===== src/rtl/adc_seq_pkg.sv =====
package adc_seq_pkg;

   typedef enum logic [2:0] {
      SQ_IDLE   = 3'd0,
      SQ_ZERO   = 3'd1,
      SQ_CONV   = 3'd2,
      SQ_READ   = 3'd3,
      SQ_DOWN   = 3'd4,
      SQ_RWAIT  = 3'd5,
      SQ_RFLUSH = 3'd6
   } seq_state_t;

   // cycles needed to cover a span given in nanoseconds at a clock in kHz
   function automatic int ns_to_cyc(input int clk_khz, input int span_ns);
      longint prod;
      prod = longint'(clk_khz) * longint'(span_ns);
      return int'((prod + 64'd999_999) / 64'd1_000_000);
   endfunction

   function automatic int max2(input int a, input int b);
      return (a > b) ? a : b;
   endfunction

endpackage


===== src/rtl/adc_seq_sync.sv =====
module adc_seq_sync #(
   parameter int STAGES = 2
) (
   input  logic clk,
   input  logic rst_n,
   input  logic d_i,
   output logic q_o
);

   generate
      if (STAGES == 0) begin : g_pass
         assign q_o = d_i;
      end else begin : g_chain
         logic [STAGES-1:0] chain_q;
         always_ff @(posedge clk or negedge rst_n) begin
            if (!rst_n) chain_q <= '0;
            else if (STAGES == 1) chain_q <= d_i;
            else chain_q <= {chain_q[STAGES-2:0], d_i};
         end
         assign q_o = chain_q[STAGES-1];
      end
   endgenerate

endmodule


===== src/rtl/adc_seq_timer.sv =====
module adc_seq_timer #(
   parameter int CNT_W = 12
) (
   input  logic             clk,
   input  logic             rst_n,
   input  logic             load_i,
   input  logic [CNT_W-1:0] val_i,
   output logic             zero_o
);

   logic [CNT_W-1:0] cnt_q;

   always_ff @(posedge clk or negedge rst_n) begin
      if (!rst_n)            cnt_q <= '0;
      else if (load_i)       cnt_q <= val_i;
      else if (cnt_q != '0)  cnt_q <= cnt_q - 1'b1;
   end

   assign zero_o = (cnt_q == '0);

   AST_TMR_LOAD_TAKES: assert property (@(posedge clk) disable iff (!rst_n)
      load_i |=> (cnt_q == $past(val_i)));

endmodule


===== src/rtl/adc_seq_sclk.sv =====
module adc_seq_sclk #(
   parameter int HALF_CYC = 25,
   parameter int NBITS    = 8
) (
   input  logic clk,
   input  logic rst_n,
   input  logic run_i,
   output logic sclk_o,
   output logic rise_o,
   output logic last_fall_o
);

   localparam int HW = (HALF_CYC > 1) ? $clog2(HALF_CYC) : 1;
   localparam int PW = $clog2(NBITS + 1);
   localparam logic [HW-1:0] HRELOAD = HW'(HALF_CYC - 1);
   localparam logic [PW-1:0] PLAST   = PW'(NBITS);

   logic [HW-1:0] hcnt_q;
   logic [PW-1:0] pcnt_q;
   logic          lvl_q;
   logic          tick;

   assign tick = run_i && (hcnt_q == '0);

   always_ff @(posedge clk or negedge rst_n) begin
      if (!rst_n) begin
         hcnt_q <= HRELOAD;
         pcnt_q <= '0;
         lvl_q  <= 1'b0;
      end else if (!run_i) begin
         hcnt_q <= HRELOAD;
         pcnt_q <= '0;
         lvl_q  <= 1'b0;
      end else if (tick) begin
         hcnt_q <= HRELOAD;
         lvl_q  <= ~lvl_q;
         if (!lvl_q) pcnt_q <= pcnt_q + 1'b1;
      end else begin
         hcnt_q <= hcnt_q - 1'b1;
      end
   end

   assign sclk_o      = lvl_q & run_i;
   assign rise_o      = tick & ~lvl_q;
   assign last_fall_o = tick & lvl_q & (pcnt_q == PLAST);

   AST_PULSE_BOUND: assert property (@(posedge clk) disable iff (!rst_n)
      pcnt_q <= PLAST);
   AST_NO_NINTH_RISE: assert property (@(posedge clk) disable iff (!rst_n)
      rise_o |-> (pcnt_q < PLAST));
   AST_IDLE_LOW: assert property (@(posedge clk) disable iff (!rst_n)
      !run_i |-> !sclk_o);

endmodule


===== src/rtl/adc_seq_capture.sv =====
module adc_seq_capture #(
   parameter int DATA_W = 8
) (
   input  logic              clk,
   input  logic              rst_n,
   input  logic              shift_i,
   input  logic              bit_i,
   input  logic              fin_i,
   output logic [DATA_W-1:0] result_o,
   output logic              done_o
);

   logic [DATA_W-1:0] sh_q;
   logic [DATA_W-1:0] res_q;
   logic              done_q;

   always_ff @(posedge clk or negedge rst_n) begin
      if (!rst_n)       sh_q <= '0;
      else if (shift_i) sh_q <= {sh_q[DATA_W-2:0], bit_i};
   end

   always_ff @(posedge clk or negedge rst_n) begin
      if (!rst_n) begin
         res_q  <= '0;
         done_q <= 1'b0;
      end else begin
         done_q <= fin_i;
         if (fin_i) res_q <= sh_q;
      end
   end

   assign result_o = res_q;
   assign done_o   = done_q;

   AST_RESULT_HELD: assert property (@(posedge clk) disable iff (!rst_n)
      !fin_i |=> $stable(res_q));
   AST_NO_SHIFT_AT_FIN: assert property (@(posedge clk) disable iff (!rst_n)
      fin_i |-> !shift_i);

endmodule


===== src/rtl/adc_seq_top.sv =====
module adc_seq_top
   import adc_seq_pkg::*;
#(
   parameter int CLK_KHZ       = 100_000,
   parameter int DATA_W        = 8,
   parameter int START_HI_CYC  = 100,
   parameter int CONV_WAIT_CYC = 3500,
   parameter int HALF_CYC      = 25,
   parameter int SYNC_STAGES   = 2
) (
   input  logic              clk,
   input  logic              rst_n,
   input  logic              start_req,
   input  logic              sleep_req,
   input  logic              sdata_i,
   output logic              cnv_o,
   output logic              sclk_o,
   output logic              pwrdn_o,
   output logic [DATA_W-1:0] result_o,
   output logic              done_o,
   output logic              busy_o
);

   localparam int MIN_START = ns_to_cyc(CLK_KHZ, 1_000);
   localparam int MIN_CONV  = ns_to_cyc(CLK_KHZ, 35_000);
   localparam int MIN_HALF  = ns_to_cyc(CLK_KHZ, 250);
   localparam int TMR_MAX   = max2(START_HI_CYC, CONV_WAIT_CYC);
   localparam int TMR_W     = $clog2(TMR_MAX + 1);
   localparam logic [TMR_W-1:0] START_LD = TMR_W'(START_HI_CYC - 1);
   localparam logic [TMR_W-1:0] CONV_LD  = TMR_W'(CONV_WAIT_CYC - 1);

   // elaboration-time parameter checks
   generate
      if (START_HI_CYC < MIN_START) begin : g_bad_start
         $error("START_HI_CYC below 1 us autozero minimum");
      end
      if (CONV_WAIT_CYC < MIN_CONV) begin : g_bad_conv
         $error("CONV_WAIT_CYC below 35 us conversion time");
      end
      if (HALF_CYC < MIN_HALF) begin : g_bad_half
         $error("HALF_CYC gives a serial clock above 2 MHz");
      end
      if (SYNC_STAGES >= HALF_CYC) begin : g_bad_sync
         $error("SYNC_STAGES must be shorter than a clock half period");
      end
      if (DATA_W < 2) begin : g_bad_width
         $error("DATA_W must be at least 2");
      end
   endgenerate

   seq_state_t st_q, st_d;
   logic       abort_q;
   logic       tmr_load;
   logic [TMR_W-1:0] tmr_val;
   logic       tmr_zero;
   logic       sd_sync;
   logic       run;
   logic       rise;
   logic       last_fall;
   logic       fin;

   adc_seq_sync #(.STAGES(SYNC_STAGES)) i_sync (
      .clk   (clk),
      .rst_n (rst_n),
      .d_i   (sdata_i),
      .q_o   (sd_sync)
   );

   adc_seq_timer #(.CNT_W(TMR_W)) i_timer (
      .clk    (clk),
      .rst_n  (rst_n),
      .load_i (tmr_load),
      .val_i  (tmr_val),
      .zero_o (tmr_zero)
   );

   assign run = (st_q == SQ_READ) || (st_q == SQ_RFLUSH);

   adc_seq_sclk #(.HALF_CYC(HALF_CYC), .NBITS(DATA_W)) i_sclk (
      .clk         (clk),
      .rst_n       (rst_n),
      .run_i       (run),
      .sclk_o      (sclk_o),
      .rise_o      (rise),
      .last_fall_o (last_fall)
   );

   adc_seq_capture #(.DATA_W(DATA_W)) i_cap (
      .clk      (clk),
      .rst_n    (rst_n),
      .shift_i  (rise && (st_q == SQ_READ) && !sleep_req),
      .bit_i    (sd_sync),
      .fin_i    (fin),
      .result_o (result_o),
      .done_o   (done_o)
   );

   always_comb begin
      st_d     = st_q;
      tmr_load = 1'b0;
      tmr_val  = '0;
      fin      = 1'b0;
      if (sleep_req) begin
         st_d = SQ_DOWN;
      end else begin
         unique case (st_q)
            SQ_IDLE: if (start_req) begin
               st_d     = SQ_ZERO;
               tmr_load = 1'b1;
               tmr_val  = START_LD;
            end
            SQ_ZERO: if (tmr_zero) begin
               st_d     = SQ_CONV;
               tmr_load = 1'b1;
               tmr_val  = CONV_LD;
            end
            SQ_CONV: if (tmr_zero) st_d = SQ_READ;
            SQ_READ: if (last_fall) begin
               st_d = SQ_IDLE;
               fin  = 1'b1;
            end
            SQ_DOWN: begin
               if (abort_q) begin
                  st_d     = SQ_RWAIT;
                  tmr_load = 1'b1;
                  tmr_val  = CONV_LD;
               end else begin
                  st_d = SQ_IDLE;
               end
            end
            SQ_RWAIT:  if (tmr_zero) st_d = SQ_RFLUSH;
            SQ_RFLUSH: if (last_fall) st_d = SQ_IDLE;
            default:   st_d = SQ_IDLE;
         endcase
      end
   end

   always_ff @(posedge clk or negedge rst_n) begin
      if (!rst_n) begin
         st_q    <= SQ_IDLE;
         abort_q <= 1'b0;
      end else begin
         st_q <= st_d;
         if (sleep_req && (st_q != SQ_IDLE) && (st_q != SQ_DOWN))
            abort_q <= 1'b1;
         else if ((st_q == SQ_DOWN) && !sleep_req)
            abort_q <= 1'b0;
      end
   end

   assign cnv_o   = (st_q == SQ_ZERO);
   assign pwrdn_o = (st_q == SQ_DOWN);
   assign busy_o  = (st_q != SQ_IDLE);

   AST_CLK_QUIET_IN_CONV: assert property (@(posedge clk) disable iff (!rst_n)
      (st_q == SQ_CONV) |-> !sclk_o);
   AST_START_LOW_WHILE_CLOCKING: assert property (@(posedge clk) disable iff (!rst_n)
      sclk_o |-> !cnv_o);
   AST_START_ONLY_FROM_IDLE: assert property (@(posedge clk) disable iff (!rst_n)
      $rose(cnv_o) |-> ($past(start_req) && !$past(busy_o)));
   AST_DONE_SINGLE: assert property (@(posedge clk) disable iff (!rst_n)
      done_o |=> !done_o);
   AST_DONE_ENDS_BUSY: assert property (@(posedge clk) disable iff (!rst_n)
      done_o |-> !busy_o);
   AST_SLEEP_QUIET: assert property (@(posedge clk) disable iff (!rst_n)
      pwrdn_o |-> (!sclk_o && !cnv_o));
   AST_SLEEP_TAKES: assert property (@(posedge clk) disable iff (!rst_n)
      sleep_req |=> pwrdn_o);
   AST_NO_DONE_AFTER_ABORT: assert property (@(posedge clk) disable iff (!rst_n)
      pwrdn_o |=> !done_o);
   AST_RECOVERY_NO_START: assert property (@(posedge clk) disable iff (!rst_n)
      (st_q == SQ_RWAIT) |-> (!cnv_o && !sclk_o));

endmodule


===== config.mk =====
export PLATFORM = sky130hd
export DESIGN_NAME = adc_seq_top
export DESIGN_NICKNAME = d
export VERILOG_FILES = /design/src/rtl/adc_seq_pkg.sv /design/src/rtl/adc_seq_sync.sv /design/src/rtl/adc_seq_timer.sv /design/src/rtl/adc_seq_sclk.sv /design/src/rtl/adc_seq_capture.sv /design/src/rtl/adc_seq_top.sv
export SDC_FILE = /design/constraint.sdc
export NUM_CORES = 1
export LEC_CHECK = 0
export BUFFER_PORTS_ARGS = -buffer_cell sky130_fd_sc_hd__clkbuf_2
export CAP_MARGIN = 25
export CORE_AREA = 2 2 100 102
export DETAILED_ROUTE_END_ITERATION = 12
export DIE_AREA = 0 0 102 104
export HOLD_SLACK_MARGIN = 0.12
export PLACE_DENSITY = 0.35
export SLEW_MARGIN = 20
export SYNTH_ARGS = -nofsm -noshare
export SYNTH_HDL_FRONTEND = slang
export SYNTH_SLANG_ARGS = --single-unit

===== constraint.sdc =====
create_clock -name clk -period 2.8 [get_ports clk]
set_clock_uncertainty 0.15 [all_clocks]
set_input_delay 0.84 -clock clk [delete_from_list [all_inputs] [get_ports clk]]
set_output_delay 0.84 -clock clk [all_outputs]
set_load 0.005 [all_outputs]

Word level (Yosys, flattened, before mapping)
Cells that the tools add are included.
{ "classes": {"n_bitwise": 5, "n_reduce_logical": 18, "n_addsub": 3, "mux": 32, "n_eq_ne": 15} }
{ "ops": {"columns": ["op", "n"], "rows": [
  ["$mux 12", 5],
  ["$pmux 12 s3", 1],
  ["$mux 3", 7],
  ["$pmux 3 s6", 1],
  ["$logic_not 12->1", 1],
  ["$mux 4", 3],
  ["$reduce_bool 12->1", 1],
  ["$sub 12x1->12 const B", 1],
  ["$mux 1", 11],
  ["$mux 5", 2],
  ["$eq 3x3->1 const B", 3],
  ["$ne 3x2->1 const B", 3],
  ["$mux 7", 1],
  ["$eq 3x2->1 const B", 2],
  ["$logic_and 1x1->1", 6],
  ["$ne 3x3->1 const B", 2],
  ["$logic_not 5->1", 1],
  ["$reduce_and 5->1", 1],
  ["$sub 5x1->5 const B", 1],
  ["$add 4x1->4 const B", 1],
  ["$and 1x1->1", 4],
  ["$eq 4x4->1 const B", 1],
  ["$ne 2x2->1 const B", 2],
  ["$reduce_bool 2->1", 2],
  ["10 further kinds", 10]
]} }
{ "totals": {"out_inout_bits": 13, "inputBits": 5, "regBits": 45, "word_cells": 83} }

Logic depth before layout (Yosys ltp)
Gate-level depths: netlist of the first run.
{ "logic_depth": {"ltp_word": 8, "mapped_depth": 7} }

Hierarchy
A second synthesis of the first run with hierarchy kept.
{ "hier_totals": {"cells_unflattened": 206, "area_unflattened_um2": 2364.8} }
{ "by_module_without_submodules": {"columns": ["module", "area_per_inst_um2", "instances", "cells_each"], "rows": [
  ["adc_seq_timer", 730.7, 1, 72],
  ["adc_seq_capture", 688.2, 1, 35],
  ["adc_seq_sclk", 519.2, 1, 53],
  ["adc_seq_top", 376.6, 1, 44],
  ["adc_seq_sync", 50.0, 1, 2]
]} }

Least setup slack after synthesis of the first run
OpenSTA, ideal clock, no wires.
{ "synth_timing": {"path_type": "input-to-reg", "from": "in sleep_req", "to": "reg i_cap.res_q[0] (netlist: i_cap.result_o[0])", "setup_time_ns": 0.125, "t_arrival_ns": 2.181, "t_required_ns": 2.525, "stages": 5, "slack_ns": 0.344, "path_buffers": 1, "path_cell_list": "buf_2 nand2b_1 or3_4 nor3_4 mux2_2"} }
{ "synth_between": {"elab_chain_cells": 1} }
{ "synth_rtl": {"columns": ["item", "line_no", "text"], "rows": [
  ["start: declaration", "adc_seq_top.sv:14", "input logic sleep_req,"],
  ["$mux 1", "adc_seq_top.sv:103", "if (sleep_req) begin"],
  ["net fin", "adc_seq_top.sv:60", "logic fin;"],
  ["end signal: assignment", "adc_seq_capture.sv:28", "if (fin_i) res_q <= sh_q;"],
  ["end: declaration", "adc_seq_capture.sv:14", "logic [DATA_W-1:0] res_q;"]
]} }
The timed path passes the listed nets, and every way through them passes these cells.
A chain may end at the register's enable or synchronous reset.

Worst setup path after layout of the first run
{ "layout_timing": {"from": "reg st_q[0]", "to": "out sclk_o"} }
{ "layout_between": {"elab_chain_cells": 3} }
{ "layout_rtl": {"columns": ["item", "line_no", "text"], "rows": [
  ["start: declaration", "adc_seq_top.sv:51", "seq_state_t st_q, st_d;"],
  ["start signal: assignment", "adc_seq_top.sv:143", "st_q <= st_d;"],
  ["$eq 3x2->1 or $eq 3x3->1 (tied branches)", "adc_seq_top.sv:77", "assign run = (st_q == SQ_READ) || (st_q == SQ_RFLUSH);"],
  ["$logic_or 1x1->1 (*)", "adc_seq_top.sv:77", null],
  ["$and 1x1->1 (*)", "adc_seq_sclk.sv:43", "assign sclk_o = lvl_q & run_i;"],
  ["end: declaration", "adc_seq_top.sv:17", "output logic sclk_o,"]
]} }
Every way passes the cells marked *; elsewhere a longest branch is shown, timed or not.

==> results_dict.tcl, run 1 <==
set metrics [dict create \
    drt_iter0_markers 77 \
    hold_start "i_sync.g_chain.chain_q[0]$_DFF_PN0_" \
    yosys_warnings 0 \
    totalWireLength_um 4550 \
    io_buffers 17 \
    num_vias 1471 \
    post-cts-setup-buffers 0 \
    synth_enable_flop_cells 0 \
    n_antenna_cell 0 \
    firstDrtPassIters 4 \
    peakVddDrop_mv 0.180 \
    synth_cell_type_count 46 \
    cts_made_buffers 5 \
    avgSynthCellArea_um2 11.3 \
    grt-ovfl-total 0 \
    coreArea_mm2 0.00955 \
    die_h_um 104 \
    drc 0 \
    r2r_start "i_sclk.hcnt_q[0]$_DFF_PN0_" \
    place_ws_ps 317 \
    min_period_ps 2510 \
    cts_tree "yes" \
    fillCellCount 1032 \
    cp_max_fo 14 \
    syn_inst 196 \
    holdPathStages 0 \
    critical_path.startpoint "st_q[0]$_DFFE_PN0P_" \
    worstPathArrival_ps 1520 \
    clk_pin_slew_ps 100 \
    ioPinCount 18 \
    syn-num-nets 206 \
    slew_viol_final 0 \
    final_cell_mix "dfrtp_1 (43), nor2_1 (18), clkbuf_2 (17)" \
    setup_slack_ps 287 \
    power.leakage_nw 1.15 \
    synth_ff_type "dfrtp_1" \
    grt_max_degree 46 \
    antenna_left 0 \
    ys_ff_latch 45 \
    finalSetupViolations 0 \
    synth-async-reset-ratio_pct 100 \
    viasPerCell 4.16 \
    cts_max_level 2 \
    utilization_pct 26.9 \
    track_usage_pct 9.62 \
    grt_pass1_vias 1488 \
    dp_hpwl_um 3110 \
    seq_area_mm2 0.00113 \
    insertion_delay_ps 300 \
    hold_path_class "register to register" \
    hold_buffers 0 \
    core.rowCount 36 \
    syn_area_mm2 0.00221 \
    die_area_mm2 0.0106 \
    cp-start-kind "register" \
    tightestPinTransition_ps 625 \
    antenna_found_initial 0 \
    gp_congestion 0.681 \
    fin_crit_sh_pct 89.8 \
    status "finished clean" \
    p_per_area_mw_per_mm2 696 \
    fmax_mhz 398 \
    cts_resized 0 \
    fp.dieW_um 102 \
    initial_core_util_pct 23.2 \
    grt_pass1_wl_um 8070 \
    cp.required_ps 1810 \
    worstSetupEndpointType "output port" \
    cts.sinks 45 \
    clockBufferDepth 2 \
    hold_violations 0 \
    nets 230 \
    tns_ps 0 \
    yosysSeqAreaShare_pct 51.0 \
    total_power_mw 1.79 \
    drive_gt1_share_pct 27.1 \
    placed_area_mm2 0.00247 \
    finalInstanceArea_mm2 0.00257 \
    root_buffer "clkbuf_8" \
    layout_commonest_cell "dfrtp_1" \
    multi_input_area_um2 996 \
    avgRoutedWirePerCell_um 12.8 \
    relSlewSlack_pct 58.4 \
    crit_type "register to output port" \
    area_growth_pct 16.0 \
    cap_violations 0 \
    rsz0062_at_grt "no" \
    rr_worst_depth 5 \
]
routing by layer:
layer / track usage, % / vias up / share of wire (%)
li1: - / 749 / -
met1: 14.1 / 705 / 51
met2: 13.8 / 12 / 45
met3: 2.28 / 5 / 2.8
met4: 3.14 / 0 / 1.2
met5: 0 / - / 0
final cells by class:
cell class / instances / share of cell area [%]
multi-input combinational: 132 / 38.8
inverter: 12 / 1.75
sequential: 45 / 44.0
tap: 133 / 6.48
clock buffer: 5 / 2.68
clock inverter: 3 / 0.975
timing repair buffer: 24 / 5.36
kinds of logic (layout without fill, tap and decap cells):
group / after synthesis / count (layout) / share of synthesized area, %
AOI/OAI and AO/OA: 30 / 30 / 9.84
xor gates and xnor gates: 11 / 11 / 4.35
adders and majority gates: 5 / 5 / 2.83
buffers and inverters: 19 / 44 / 4.01
DFF: 45 / 45 / 51.0
muxes: 20 / 20 / 9.95
and+or+nand+nor: 66 / 66 / 18.0
where the power goes:
part	internal (mW)	switching [mW]
Clock	0.182	0.254
Sequential	0.750	0.142
Combinational	0.227	0.232
Total	1.16	0.628
synthesized netlist by cell type, types with 5 or more instances:
master	number	area share [%]
o22ai_1	5	1.4
a21oi_1	9	2.0
dfrtp_1	43	49
mux2_2	16	8.1
ha_1	5	2.8
nand2_1	8	1.4
xnor2_1	8	3.2
nor2_1	18	3.1
or3_1	5	1.4
inv_1	12	2.0
flip-flops by register name, indices dropped and copies added (netlist names):
register / cells
abort_q: 1
i_sclk.hcnt_q: 5
i_cap.sh_q: 8
i_sclk.pcnt_q: 4
st_q: 3
i_sclk.lvl_q: 1
i_cap.result_o: 8
i_timer.cnt_q: 12
i_sync.g_chain.chain_q: 2
i_cap.done_o: 1
worst paths after layout:
path | to | slack [ps]
max reg2reg | i_cap.sh_q[1]$_DFFE_PN0P_ | 490
min reg2reg | i_sync.g_chain.chain_q[1]$_DFF_PN0_ | 220
min in group asynchronous | i_timer.cnt_q[4]$_DFFE_PN0P_ | 460
max | sclk_o | 290
min | i_sync.g_chain.chain_q[1]$_DFF_PN0_ | 220
max in group asynchronous | i_cap.result_o[7]$_DFFE_PN0P_ | 1630
through the flow:
stage,instances,hold slack (ps)
final,354,215
after global routing,354,231
after CTS,354,220
after detailed placement,346,195
after global placement,346,190
after floorplan,196,181
critical path: stages (launching register included):
cell and delay [ps]:
dfrtp_1 610, xor2_1 260, nand2_1 120, nor2_1 120
clkbuf_2 120
No activity file was read; power rests on OpenSTA's default activity.
==> run 2, diff against run 1 <==
CAP_MARGIN = 20   (was 25)
CORE_AREA = 2 2 83 85   (was 2 2 100 102)
DIE_AREA = 0 0 85 87   (was 0 0 102 104)
PLACE_DENSITY = 0.5   (was 0.35)
SYNTH_HIERARCHICAL = 1   (was default)
==> run 2 against run 1 <==
Setup slack got worse by 70 ps. Core utilization rose by 15 points. Synthesized cell count rose by 5.1%. Total power rose by 12%. Sequential power fell by 2%. Critical path depth rose by 3. Clock-buffer cell count did not move. Hold slack got worse by 12 ps. Critical path type is now register to register.
==> results_dict.tcl, run 2 <==
set metrics [dict create \
    worstSetupEndpointType "register" \
    slowest_delay_ps 490 \
    placed_area_mm2 0.00264 \
    cap_violations 0 \
    fp.dieW_um 85 \
    cts_tree "yes" \
    clockBufferDepth 2 \
    cpMaxStageDelayCell "mux4_2" \
    yosysSeqAreaShare_pct 47.7 \
    die_h_um 87 \
    synth_common_cells "dfrtp_1 (43), mux2_4 (16), nand2_1 (15), nor2_1 (14), inv_1 (11)" \
    clk_pin_slew_ps 90 \
    total_power_mw 2.00 \
    power.leakage_nw 1.24 \
    worstPathArrival_ps 2620 \
    fmax_mhz 387 \
    yosysMostFrequentCell "dfrtp_1" \
    track_usage_pct 13.2 \
    synth_enable_flop_cells 0 \
    avgRoutedWirePerCell_um 13.7 \
    utilization_pct 41.5 \
    firstDrtPassIters 4 \
    cp.required_ps 2840 \
    synth_area_leaders "dfrtp_1 (46%), mux2_4 (10%), ha_1 (2.6%)" \
    nets 251 \
    core.rowCount 30 \
    hold_path_class "register to register" \
    synth.top_cell.area_share_pct 45.5 \
    root_buffer "clkbuf_8" \
    fin_crit_sh_pct 92.3 \
    peakVddDrop_mv 0.247 \
    crit_buf_inv 1 \
    cts_made_buffers 5 \
    drt_iter0_markers 69 \
    cp_max_fo 4 \
    min_period_ps 2580 \
    area_growth_pct 15.3 \
    cts.sinks 45 \
    cts_resized 0 \
    grt_pass1_wl_um 7820 \
    gp_congestion 0.721 \
    coreArea_mm2 0.00657 \
    p_per_area_mw_per_mm2 734 \
    largest_reg_flops 12 \
    slew_viol_final 0 \
    antenna_found_initial 0 \
    num_vias 1558 \
    final_cell_mix "dfrtp_1 (43), buf_4 (18), clkbuf_2 (17)" \
    cp_top_family "simple AND/OR/NAND/NOR gates" \
    syn_area_mm2 0.00236 \
    n_antenna_cell 0 \
    cp-start-kind "register" \
    yosysTopAreaCell "dfrtp_1" \
    syn_inst 206 \
    tightestPinTransition_ps 529 \
    layout_commonest_cell "dfrtp_1" \
    hold_buffers 0 \
    drive_gt1_share_pct 30.2 \
    die_area_mm2 0.00740 \
    synth-async-reset-ratio_pct 100 \
    synth_cell_type_count 58 \
    totalWireLength_um 4420 \
    insertion_delay_ps 290 \
    relSlewSlack_pct 64.4 \
    viasPerCell 4.84 \
    grt-ovfl-total 0 \
    ioPinCount 18 \
    dp_hpwl_um 3200 \
    yosys_warnings 6 \
    finalSetupViolations 0 \
    cts_max_level 2 \
    synth_ff_type "dfrtp_1" \
    grt_pass1_vias 1575 \
    hold_violations 0 \
    io_buffers 17 \
    regMostFlops "i_timer/cnt_q" \
    avgSynthCellArea_um2 11.5 \
    finalInstanceArea_mm2 0.00273 \
    status "finished clean" \
    worstPathCellList "inv_1 -> ha_1 -> or4b_1 -> nor3_1 -> mux2i_1 -> mux4_2 -> o22a_1" \
    ys_ff_latch 45 \
    initial_core_util_pct 36.0 \
    crit_type "register to register" \
    whs_ps 203 \
    tns_ps 0 \
    grt_max_degree 30 \
    rsz0062_at_grt "no" \
    drc 0 \
    post-cts-setup-buffers 0 \
    antenna_left 0 \
]
[run 2: report_power, final]
group          internal [mW]  switching [mW]
logic                  0.361           0.350
clock network          0.177           0.235
registers              0.752           0.124
total                   1.29           0.710
[run 2: final timing paths]
kind	from	to	slack, ps	cells past startpoint
max	i_sclk/hcnt_q[0]$_DFF_PN0_	st_q[2]$_DFFE_PN0P_	220	7
min	i_sync/g_chain.chain_q[0]$_DFF_PN0_	i_sync/g_chain.chain_q[1]$_DFF_PN0_	200	0
max reg2reg	i_sclk/hcnt_q[0]$_DFF_PN0_	st_q[2]$_DFFE_PN0P_	220	7
min reg2reg	i_sync/g_chain.chain_q[0]$_DFF_PN0_	i_sync/g_chain.chain_q[1]$_DFF_PN0_	200	0
max in group asynchronous	rst_n	i_sclk/hcnt_q[4]$_DFF_PN1_	1540	2
min in group asynchronous	rst_n	i_timer/cnt_q[2]$_DFFE_PN0P_	350	1
[run 2: through the flow]
step                      instances  worst slack [ps]
after CTS                       322               204
after detailed placement        314               205
final                           322               217
after floorplan                 208              77.4
after global routing            322              51.6
after global placement          314               258
[run 2: kinds of logic (layout without fill, tap and decap cells)]
kind of cell	Yosys count	after routing	share of synthesized area, %
compound gates	33	33	9.79
other cells	1	3	0.159
simple gates	68	68	17.2
fa+ha+maj	5	5	2.65
flops	45	45	47.7
mux	24	24	14.1
xor+xnor	8	8	2.96
buf+inv	22	56	5.34
[run 2: routing by layer]
metal	GRT usage, %	wire length (um)	part of all wire [%]
met1	17.8	2140	48
met2	21.2	2130	48
met3	2.94	105	2.4
met4	4.33	48	1.1
met5	0	0	0
[run 2: cell type report]
cell class / count / area, um^2
clock buffer: 5 / 68.8
clock inverter: 3 / 21.3
fill: 645 / 3840
inverter: 12 / 45.0
multi-input combinational: 141 / 1120
sequential: 45 / 1130
tap: 80 / 100
timing repair buffer: 36 / 240
